===== config.mk =====
export PLATFORM = sky130hd
export DESIGN_NAME = dldo_rate_ctrl
export DESIGN_NICKNAME = d
export VERILOG_FILES = /design/src/rtl/dldo_pkg.sv /design/src/rtl/dldo_tick_gen.sv /design/src/rtl/dldo_mode_fsm.sv /design/src/rtl/dldo_switch_count.sv /design/src/rtl/dldo_rate_ctrl.sv
export SDC_FILE = /design/constraint.sdc
export NUM_CORES = 1
export LEC_CHECK = 0
export BUFFER_PORTS_ARGS = -buffer_cell sky130_fd_sc_hd__clkbuf_2
export CAP_MARGIN = 20
export CORE_MARGIN = 1
export CORE_UTILIZATION = 30
export DETAILED_ROUTE_END_ITERATION = 10
export GPL_TIMING_DRIVEN = 0
export PLACE_DENSITY = 0.57
export SYNTH_ARGS = -nofsm -noshare
export SYNTH_HDL_FRONTEND = slang
export SYNTH_SLANG_ARGS = --single-unit

===== constraint.sdc =====
create_clock -name clk -period 6.05 [get_ports clk]
set_input_delay 1.815 -clock clk [delete_from_list [all_inputs] [get_ports clk]]
set_output_delay 1.815 -clock clk [all_outputs]
set_load 0.01 [all_outputs]

===== src/rtl/dldo_pkg.sv =====
// Package: shared mode encoding for the adaptive-rate regulator controller.
// Assumes: the 2-bit code is also the mode field of the status word.
package dldo_pkg;
    typedef enum logic [1:0] {
        MODE_OFF  = 2'd0,
        MODE_BYP  = 2'd1,
        MODE_SLOW = 2'd2,
        MODE_FAST = 2'd3
    } dldo_mode_e;
endpackage


===== src/rtl/dldo_tick_gen.sv =====
// Module: dldo_tick_gen
// Derives the comparator sampling tick from the fast clock. The ratio is
// chosen by the current rate (slow or fast). A ratio of 0 behaves as 1.
// Assumes: run is low outside regulation, which keeps the phase at zero.
module dldo_tick_gen #(
    parameter int DIV_W = 5
) (
    input  logic             clk,
    input  logic             rst_n,
    input  logic             run,
    input  logic             fast,
    input  logic [DIV_W-1:0] slow_div,
    input  logic [DIV_W-1:0] fast_div,
    output logic             tick
);
    logic [DIV_W-1:0] phase_q;
    logic [DIV_W-1:0] ratio_sel;
    logic [DIV_W-1:0] last_phase;

    // Select the active ratio and the phase at which it fires.
    always_comb begin
        ratio_sel  = fast ? fast_div : slow_div;
        last_phase = (ratio_sel == '0) ? '0 : ratio_sel - 1'b1;
    end

    // A rate change to a shorter ratio fires at once (>= compare).
    assign tick = run && (phase_q >= last_phase);

    // Advance the divider phase, restarting on each tick or when idle.
    always_ff @(posedge clk) begin
        if (!rst_n)
            phase_q <= '0;
        else if (!run || tick)
            phase_q <= '0;
        else
            phase_q <= phase_q + 1'b1;
    end

    a_r5_idle_phase: assert property (@(posedge clk) disable iff (!rst_n)
        (!run) |=> (phase_q == '0));
endmodule


===== src/rtl/dldo_mode_fsm.sv =====
// Module: dldo_mode_fsm
// Sequences off / bypass / slow / fast. Alarms force fast and reload the
// hold counter. Fast ticks with no alarm drain the counter, then drop to slow.
// Assumes: alarms and bypass_req are already synchronous to clk.
module dldo_mode_fsm
    import dldo_pkg::*;
#(
    parameter int HOLD_W = 8
) (
    input  logic              clk,
    input  logic              rst_n,
    input  logic              en,
    input  logic              bypass_req,
    input  logic              alarm_droop,
    input  logic              alarm_over,
    input  logic              tick,
    input  logic [HOLD_W-1:0] hold_ticks,
    output dldo_mode_e        mode_q,
    output logic              run
);
    logic [HOLD_W-1:0] hold_q;
    logic              alarm;

    assign alarm = alarm_droop || alarm_over;
    assign run   = (mode_q == MODE_SLOW) || (mode_q == MODE_FAST);

    // Mode and hold-counter update, in priority order: enable, bypass, start, alarm, tick.
    always_ff @(posedge clk) begin
        if (!rst_n) begin
            mode_q <= MODE_OFF;
            hold_q <= '0;
        end else if (!en) begin
            mode_q <= MODE_OFF;
        end else if (bypass_req) begin
            mode_q <= MODE_BYP;
        end else if (!run) begin
            mode_q <= MODE_SLOW;
        end else if (alarm) begin
            mode_q <= MODE_FAST;
            hold_q <= hold_ticks;
        end else if (mode_q == MODE_FAST && tick) begin
            if (hold_q == '0)
                mode_q <= MODE_SLOW;
            else
                hold_q <= hold_q - 1'b1;
        end
    end

    a_r2_disable_off: assert property (@(posedge clk) disable iff (!rst_n)
        (!en) |=> (mode_q == MODE_OFF));
    a_r3_bypass_mode: assert property (@(posedge clk) disable iff (!rst_n)
        (en && bypass_req) |=> (mode_q == MODE_BYP));
    a_r8_alarm_fast: assert property (@(posedge clk) disable iff (!rst_n)
        (en && !bypass_req && run && alarm) |=> (mode_q == MODE_FAST));
    a_r9_stay_fast: assert property (@(posedge clk) disable iff (!rst_n)
        (en && !bypass_req && mode_q == MODE_FAST && !tick) |=> (mode_q == MODE_FAST));
endmodule


===== src/rtl/dldo_switch_count.sv =====
// Module: dldo_switch_count
// Holds the active power-switch count and steps it by one on each tick. It
// saturates at 0 and N_SW and decodes the count to thermometer enables.
// Assumes: tick is asserted only while run is high.
module dldo_switch_count #(
    parameter int N_SW  = 8,
    parameter int CNT_W = 4
) (
    input  logic             clk,
    input  logic             rst_n,
    input  logic             run,
    input  logic             tick,
    input  logic             cmp_low,
    input  logic [CNT_W-1:0] init_count,
    output logic [CNT_W-1:0] count_q,
    output logic [N_SW-1:0]  sw_en
);
    localparam logic [CNT_W-1:0] CNT_MAX = CNT_W'(N_SW);

    logic [CNT_W-1:0] start_val;

    // Clamp the programmed starting count to the switch array size.
    assign start_val = (init_count > CNT_MAX) ? CNT_MAX : init_count;

    // Preload while idle; on a tick step up or down with saturation.
    always_ff @(posedge clk) begin
        if (!rst_n)
            count_q <= '0;
        else if (!run)
            count_q <= start_val;
        else if (tick) begin
            if (cmp_low)
                count_q <= (count_q == CNT_MAX) ? count_q : count_q + 1'b1;
            else
                count_q <= (count_q == '0) ? count_q : count_q - 1'b1;
        end
    end

    // Thermometer decode: switch i is on when the count exceeds i.
    for (genvar i = 0; i < N_SW; i++) begin : g_therm
        assign sw_en[i] = run && (count_q > CNT_W'(i));
    end

    a_r5_hold_between_ticks: assert property (@(posedge clk) disable iff (!rst_n)
        (run && !tick) |=> $stable(count_q));
    a_r6_step_up: assert property (@(posedge clk) disable iff (!rst_n)
        (run && tick && cmp_low && count_q < CNT_MAX) |=> (count_q == $past(count_q) + 1'b1));
    a_r6_step_down: assert property (@(posedge clk) disable iff (!rst_n)
        (run && tick && !cmp_low && count_q != '0) |=> (count_q == $past(count_q) - 1'b1));
    a_r6_no_overflow: assert property (@(posedge clk) disable iff (!rst_n)
        count_q <= CNT_MAX);
endmodule


===== src/rtl/dldo_rate_ctrl.sv =====
// Module: dldo_rate_ctrl (top)
// Digital LDO control loop with adaptive sampling rate. Ties together the
// mode sequencer, the tick divider and the switch counter. Drives the
// switch enables, the head switch and the status word {mode, count}.
// Assumes: all inputs are synchronous to clk; configuration is quasi-static.
module dldo_rate_ctrl
    import dldo_pkg::*;
#(
    parameter int N_SW   = 8,
    parameter int DIV_W  = 5,
    parameter int HOLD_W = 8,
    localparam int CNT_W = $clog2(N_SW + 1)
) (
    input  logic              clk,
    input  logic              rst_n,
    input  logic              en,
    input  logic              bypass_req,
    input  logic              cmp_low,
    input  logic              alarm_droop,
    input  logic              alarm_over,
    input  logic [DIV_W-1:0]  slow_div,
    input  logic [DIV_W-1:0]  fast_div,
    input  logic [HOLD_W-1:0] hold_ticks,
    input  logic [CNT_W-1:0]  init_count,
    output logic [N_SW-1:0]   sw_en,
    output logic              head_sw,
    output logic [CNT_W+1:0]  status
);
    dldo_mode_e       mode_q;
    logic             run;
    logic             tick;
    logic [CNT_W-1:0] count_q;

    dldo_mode_fsm #(.HOLD_W(HOLD_W)) u_fsm (
        .clk(clk), .rst_n(rst_n), .en(en), .bypass_req(bypass_req),
        .alarm_droop(alarm_droop), .alarm_over(alarm_over), .tick(tick),
        .hold_ticks(hold_ticks), .mode_q(mode_q), .run(run)
    );

    dldo_tick_gen #(.DIV_W(DIV_W)) u_tick (
        .clk(clk), .rst_n(rst_n), .run(run), .fast(mode_q == MODE_FAST),
        .slow_div(slow_div), .fast_div(fast_div), .tick(tick)
    );

    dldo_switch_count #(.N_SW(N_SW), .CNT_W(CNT_W)) u_cnt (
        .clk(clk), .rst_n(rst_n), .run(run), .tick(tick), .cmp_low(cmp_low),
        .init_count(init_count), .count_q(count_q), .sw_en(sw_en)
    );

    // Head switch closes only in bypass; status shows the count while regulating.
    assign head_sw = (mode_q == MODE_BYP);
    assign status  = {mode_q, (run ? count_q : CNT_W'(0))};

    a_r7_thermometer: assert property (@(posedge clk) disable iff (!rst_n)
        ((sw_en & (sw_en + 1'b1)) == '0) && ($countones(sw_en) == int'(status[CNT_W-1:0])));
    a_r3_bypass_isolates: assert property (@(posedge clk) disable iff (!rst_n)
        head_sw |-> (sw_en == '0));
    a_r2_disable_quiet: assert property (@(posedge clk) disable iff (!rst_n)
        (!en) |=> (!head_sw && sw_en == '0));
endmodule


# After elaboration in Yosys (flattened, before gate mapping)

Index checks and enable logic that the tools add are counted.
Widths: inputs -> output; s select.

Input bits: 29
Flip-flop bits (word level): 19
Output and inout port bits: 15
Word-level logic and storage cells: 77

Add/sub/neg operators: 5
Multiplexer cells: 17
Reductions and logical operators: 25
Bitwise operators: 3
Equality and inequality tests: 12
$lt $le $gt $ge: 10

Operators by type and width:

| cell                | number |
|---|---|
| $mux 4              | 7 |
| $mux 8              | 3 |
| $gt 4x3->1 const B  | 4 |
| $logic_and 1x1->1   | 10 |
| $mux 5              | 2 |
| $gt 4x1->1 const B  | 2 |
| $gt 4x2->1 const B  | 2 |
| $logic_not 8->1     | 1 |
| $mux 2              | 4 |
| $ne 4x2->1 const B  | 2 |
| $sub 8x1->8 const B | 1 |
| $ne 3x1->1 const B  | 2 |
| $ne 3x3->1 const B  | 2 |
| $reduce_and 2->1    | 3 |
| $add 5x1->5 const B | 1 |
| $ge 5x5->1          | 1 |
| $logic_not 5->1     | 1 |
| $reduce_and 5->1    | 1 |
| $sub 5x1->5 const B | 1 |
| $add 4x1->4 const B | 1 |
| $eq 2x2->1 const B  | 2 |
| $eq 4x4->1 const B  | 1 |
| $gt 4x4->1 const B  | 1 |
| $logic_not 4->1     | 1 |
| other kinds (11)    | 16 |

# Longest topological paths before layout

Depth in word-level cells: 11
Gate-level depth with buffers: 12
Gate-level depth less buffers: 11

# Hierarchy

From an unflattened synthesis, not the netlist that was laid out.

Cell total of the unflattened synthesis: 201
Area, all modules: 1,635.3 µm²

By module, submodules not included:

| module            | seq. area each (µm²) | instances | cells an instance | area an instance (µm²) |
|---|---|---|---|---|
| dldo_mode_fsm     | 200.2                | 1         | 87                | 650.6 |
| dldo_tick_gen     | 100.1                | 1         | 52                | 501.7 |
| dldo_switch_count | 80.1                 | 1         | 56                | 445.4 |
| dldo_rate_ctrl    | 0.0                  | 1         | 6                 | 37.5 |

# Worst setup path before layout

OpenSTA, ideal clock, no wires.

Path type: input to register
Start: input port fast_div[3]
End: register u_cnt.count_q[0]
Setup time: 0.091 ns
Buffers on the path: 0
Cell stages on the path: 10
Path slack: 1.965 ns
Data required time: 5.959 ns
Data arrival time: 3.994 ns
Cell sequence: or3_1 o31ai_1 nand3_1 and2_1 ha_1 nor3b_1 o21a_1 o31ai_1 a21oi_1 a311oi_1

Word-level cells in the longest chain between the ends: 7
Elaborated cells on any way between the ends: 8
Those cells by class: add/sub: 1; order compare: 1; eq/ne: 1; mux: 2; reduce/logical: 3

RTL lines:

| element                                        | RTL line                | text |
|---|---|---|
| from (decl)                                    | dldo_rate_ctrl.sv:22    | `input logic [DIV_W-1:0] fast_div,` |
| $mux 5 (*)                                     | dldo_tick_gen.sv:22     | `ratio_sel = fast ? fast_div : slow_div;` |
| $sub 5x1->5 or $logic_not 5->1 (tied branches) | dldo_tick_gen.sv:23     | `last_phase = (ratio_sel == '0) ? '0 : ratio_sel - 1'b1;` |
| $mux 5 (*)                                     | dldo_tick_gen.sv:23     |  |
| $ge 5x5->1 (*)                                 | dldo_tick_gen.sv:27     | `assign tick = run && (phase_q >= last_phase);` |
| $logic_and 1x1->1 (*)                          | dldo_tick_gen.sv:27     |  |
| $ne 2x1->1 (no line) (*)                       | -                       |  |
| $reduce_and 3->1 (no line) (*)                 | -                       |  |
| to (signal assigned)                           | dldo_switch_count.sv:30 | `count_q <= start_val;` |
| to (signal assigned)                           | dldo_switch_count.sv:33 | `count_q <= (count_q == CNT_MAX) ? count_q : count_q + 1'b1;` |
| to (signal assigned)                           | dldo_switch_count.sv:35 | `count_q <= (count_q == '0) ? count_q : count_q - 1'b1;` |
| to (decl)                                      | dldo_switch_count.sv:15 | `output logic [CNT_W-1:0] count_q,` |

Mark *: on every way between the ends. The rest lies on a longest branch, timed or not.
A chain may end at the register's enable or synchronous reset.

# Worst setup path in the final report

Start: input port fast_div[3]
End: register u_fsm.hold_q[6]

Word-level cells in the longest chain between the ends: 8
Elaborated cells on any way between the ends: 9
Those cells by class: add/sub: 1; order compare: 1; mux: 2; reduce/logical: 5

RTL lines:

| element                                        | RTL line            | text |
|---|---|---|
| $mux 5 (*)                                     | dldo_tick_gen.sv:22 |  |
| $sub 5x1->5 or $logic_not 5->1 (tied branches) | dldo_tick_gen.sv:23 |  |
| $mux 5 (*)                                     | dldo_tick_gen.sv:23 |  |
| $ge 5x5->1 (*)                                 | dldo_tick_gen.sv:27 |  |
| $logic_and 1x1->1 (*)                          | dldo_tick_gen.sv:27 |  |
| $logic_and 1x1->1 (*)                          | dldo_mode_fsm.sv:41 | `end else if (mode_q == MODE_FAST && tick) begin` |
| $reduce_bool 2->1 (no line) (*)                | -                   |  |
| $reduce_and 5->1 (no line) (*)                 | -                   |  |
| to (signal assigned)                           | dldo_mode_fsm.sv:40 | `hold_q <= hold_ticks;` |
| to (signal assigned)                           | dldo_mode_fsm.sv:45 | `hold_q <= hold_q - 1'b1;` |
| to (decl)                                      | dldo_mode_fsm.sv:21 | `logic [HOLD_W-1:0] hold_q;` |

Marked as above.

==> impl_metrics.py <==
metrics = {
    "cts": {
        "cts-resized-gates": 0,
        "clk_path_buf_depth": 2,
        "cts_buffers": 3,
        "cts_tree": "yes",
        "post-cts-setup-buffers": 0,
        "cts_htree_levels": 1,
        "clockRootBuffer": "clkbuf_8",
        "insertion_delay_ps": 260,
        "cts_hold_buf": 0,
        "cts.sinks": 19,
        "clk_pin_slew_ps": 70,
    },
    "routing": {
        "viasPerCell": 4.93,
        "dr.pass1.iters": 4,
        "dr.first_iter.drc_count": 75,
        "wl_per_cell_um": 12.0,
        "drc_errors": 0,
        "antenna_left": 0,
        "vias": 1515,
        "totalWireLength_um": 3670,
    },
    "die": {
        "fp.dieArea_mm2": 0.00542,
        "fp.dieW_um": 73.6,
        "start_util": 0.319,
        "io_pins": 44,
        "row_count": 25,
        "die_y_um": 73.6,
        "core_mm2": 0.00482,
    },
    "sta": {
        "final.setup.tns_ps": 0,
        "period_minus_slack_ps": 4260,
        "period_share": 0.704,
        "drv_slew": 0,
        "setup_viol": 0,
        "max_slew.worst_pin.slew_ps": 855,
        "fin_skew_ps": 5.11,
        "finalHoldViolCount": 0,
        "clock.fmax_mhz": 235,
        "relSlewSlack": 0.425,
        "timing.hold.ws_ps": 479,
        "rsz0062_at_grt": "no",
    },
    "status": {
        "status": "completed",
    },
    "logic_synthesis": {
        "synthFlopType": "dfxtp_1",
        "synth_edf_count": 0,
        "postSynthAreaPerCell_um2": 7.93,
        "synth_seq_cells": 19,
        "yosys_warnings": 0,
        "syn-cell-area_mm2": 0.00154,
        "syn-num-nets": 237,
        "syn_inst": 194,
        "async_reset_ff_frac": 0,
        "synth.distinct_cells": 46,
        "seq_area_frac_synth": 0.247,
    },
    "grt": {
        "grt_pass1_vias": 1409,
        "antenna_found_initial": 0,
        "gr-total-overflow": 0,
        "grt_pass1_wl_um": 6200,
        "track_usage": 0.147,
        "grt_start_max_net_pins": 11,
    },
    "critical_path": {
        "path_cells": "clkbuf_2, or3_1, o31ai_1, nand3_1, and2_1, ha_1, nor3b_1, o21a_1, o31ai_1, a31oi_1, a211oi_1",
        "r2r_cells": 12,
        "critPathKind": "primary input to flop",
        "crit_path_max_incr_delay_ps": 710,
        "cp_slowest_cell": "o31ai_1",
        "critPathArrivalTime_ps": 4440,
        "startpoint_type": "primary input",
        "worstSetupEndpointType": "flop",
        "critPathMostFrequentCell": "o31ai_1",
        "startpoint": "fast_div[3]",
        "required_ps": 6230,
        "r2r_start": "u_fsm.mode_q[1]",
        "critPathMaxFanout": 6,
    },
    "hold_path": {
        "hold_path_class": "flop to flop",
        "holdCritStartpoint": "u_tick.phase_q[0]",
        "holdPathStages": 1,
    },
    "layout": {
        "diodes": 0,
        "nets": 284,
        "final_cell_mix": "clkbuf_2, dfxtp_1, nand2_1",
        "area_delta_synth_final_pct": 22.0,
        "layout_commonest_cell": "clkbuf_2",
        "drive_gt1_frac": 0.233,
    },
    "placement": {
        "dpl.hpwl_um": 2910,
        "io_buffers": 42,
        "globalplace.congestion": 0.823,
    },
    "pwr": {
        "leakage_nw": 0.805,
        "ir_worst_vdd_v": 0.000111,
        "powerDensity_mw_per_mm2": 154,
    },
    "flow_run": {
        "maxCapViolCount": 0,
    },
}
-- critical path: cells and delay by family --
kind	cells	cell delay, ps
AO/OA/AOI/OAI	5	1470
AND/OR/NAND/NOR	4	800
adder cells (fa/ha/maj)	1	260
buffers and inverters	1	90
-- worst paths after layout --
path | endpoint | slack, ps
hold / removal | u_tick.phase_q[0] | 480
hold reg to reg | u_tick.phase_q[0] | 480
setup / recovery | u_fsm.hold_q[6] | 1790
setup reg to reg | u_fsm.hold_q[6] | 2420
-- area by class of cell --
class,count,area (um2)
fill,519,2940
multi-input combinational,156,1090
sequential,19,380
timing repair buffer,42,210
tap,67,83.8
inverter,13,48.8
clock buffer,4,45.0
buffer,6,22.5
-- registers in the layout (all words and copies together) (netlist names) --
| name | cells |
|---|---|
| u_cnt.count_q | 4 |
| u_fsm.hold_q | 8 |
| u_fsm.mode_q | 2 |
| u_tick.phase_q | 5 |
-- power by group --
group          switching, mW  leakage (nW)  total, mW  internal (mW)
Clock                 0.0433        0.0228     0.0902         0.0469
Sequential           0.00464         0.154      0.133          0.128
Combinational         0.0370         0.627     0.0664         0.0294
-- Yosys cell counts, types with 2 or more instances --
master,instances,area [um2]
dfxtp_1,19,380
nor3b_1,3,22.5
nand3_1,6,30.0
clkbuf_1,6,22.5
nand2b_1,4,25.0
o31ai_1,5,37.5
mux2i_1,6,60.1
ha_1,14,175
o2111ai_1,3,26.3
or3_1,2,12.5
a31oi_1,5,31.3
nor3_1,7,35.0
and2_1,2,12.5
o21ai_0,10,50.1
inv_1,13,48.8
xnor2_1,5,43.8
a311oi_1,2,17.5
nor2_1,16,60.1
o31a_1,2,17.5
nor4_1,3,18.8
a21oi_1,11,55.1
o21a_1,2,15.0
a22oi_1,3,22.5
nand2_1,17,63.8
xor2_1,4,35.0
a211oi_1,4,30.0
-- routing by layer --
layer	up-vias	wire length [um]	GRT usage
li1	803	-	-
met1	679	1770	0.187
met2	29	1730	0.246
met3	4	143	0.0357
met4	0	29	0.0385
met5	-	0	0
-- metrics by stage --
| stage | instance area [um2] | cells | util | setup slack, ps | total power, mW |
|---|---|---|---|---|---|
| finish | 1880 | 307 | 0.390 | 1790 | 0.290 |
| global route | 1880 | 307 | 0.390 | 1570 | 0.308 |
| CTS | 1880 | 307 | 0.390 | 1820 | 0.294 |
| detailed placement | 1830 | 303 | 0.381 | 1550 | 0.202 |
| global placement | 1830 | 303 | 0.381 | 1550 | 0.202 |
| floorplan | 1540 | 194 | - | 1970 | 0.179 |
-- logic make-up after synthesis --
family,share of synthesized area
AOI/OAI and AO/OA,0.241
xor gates and xnor gates,0.0512
adders and majority gates,0.114
buffers and inverters,0.0463
DFF,0.247
muxes,0.0463
and+or+nand+nor,0.254
(Power assumes the default switching activity.)
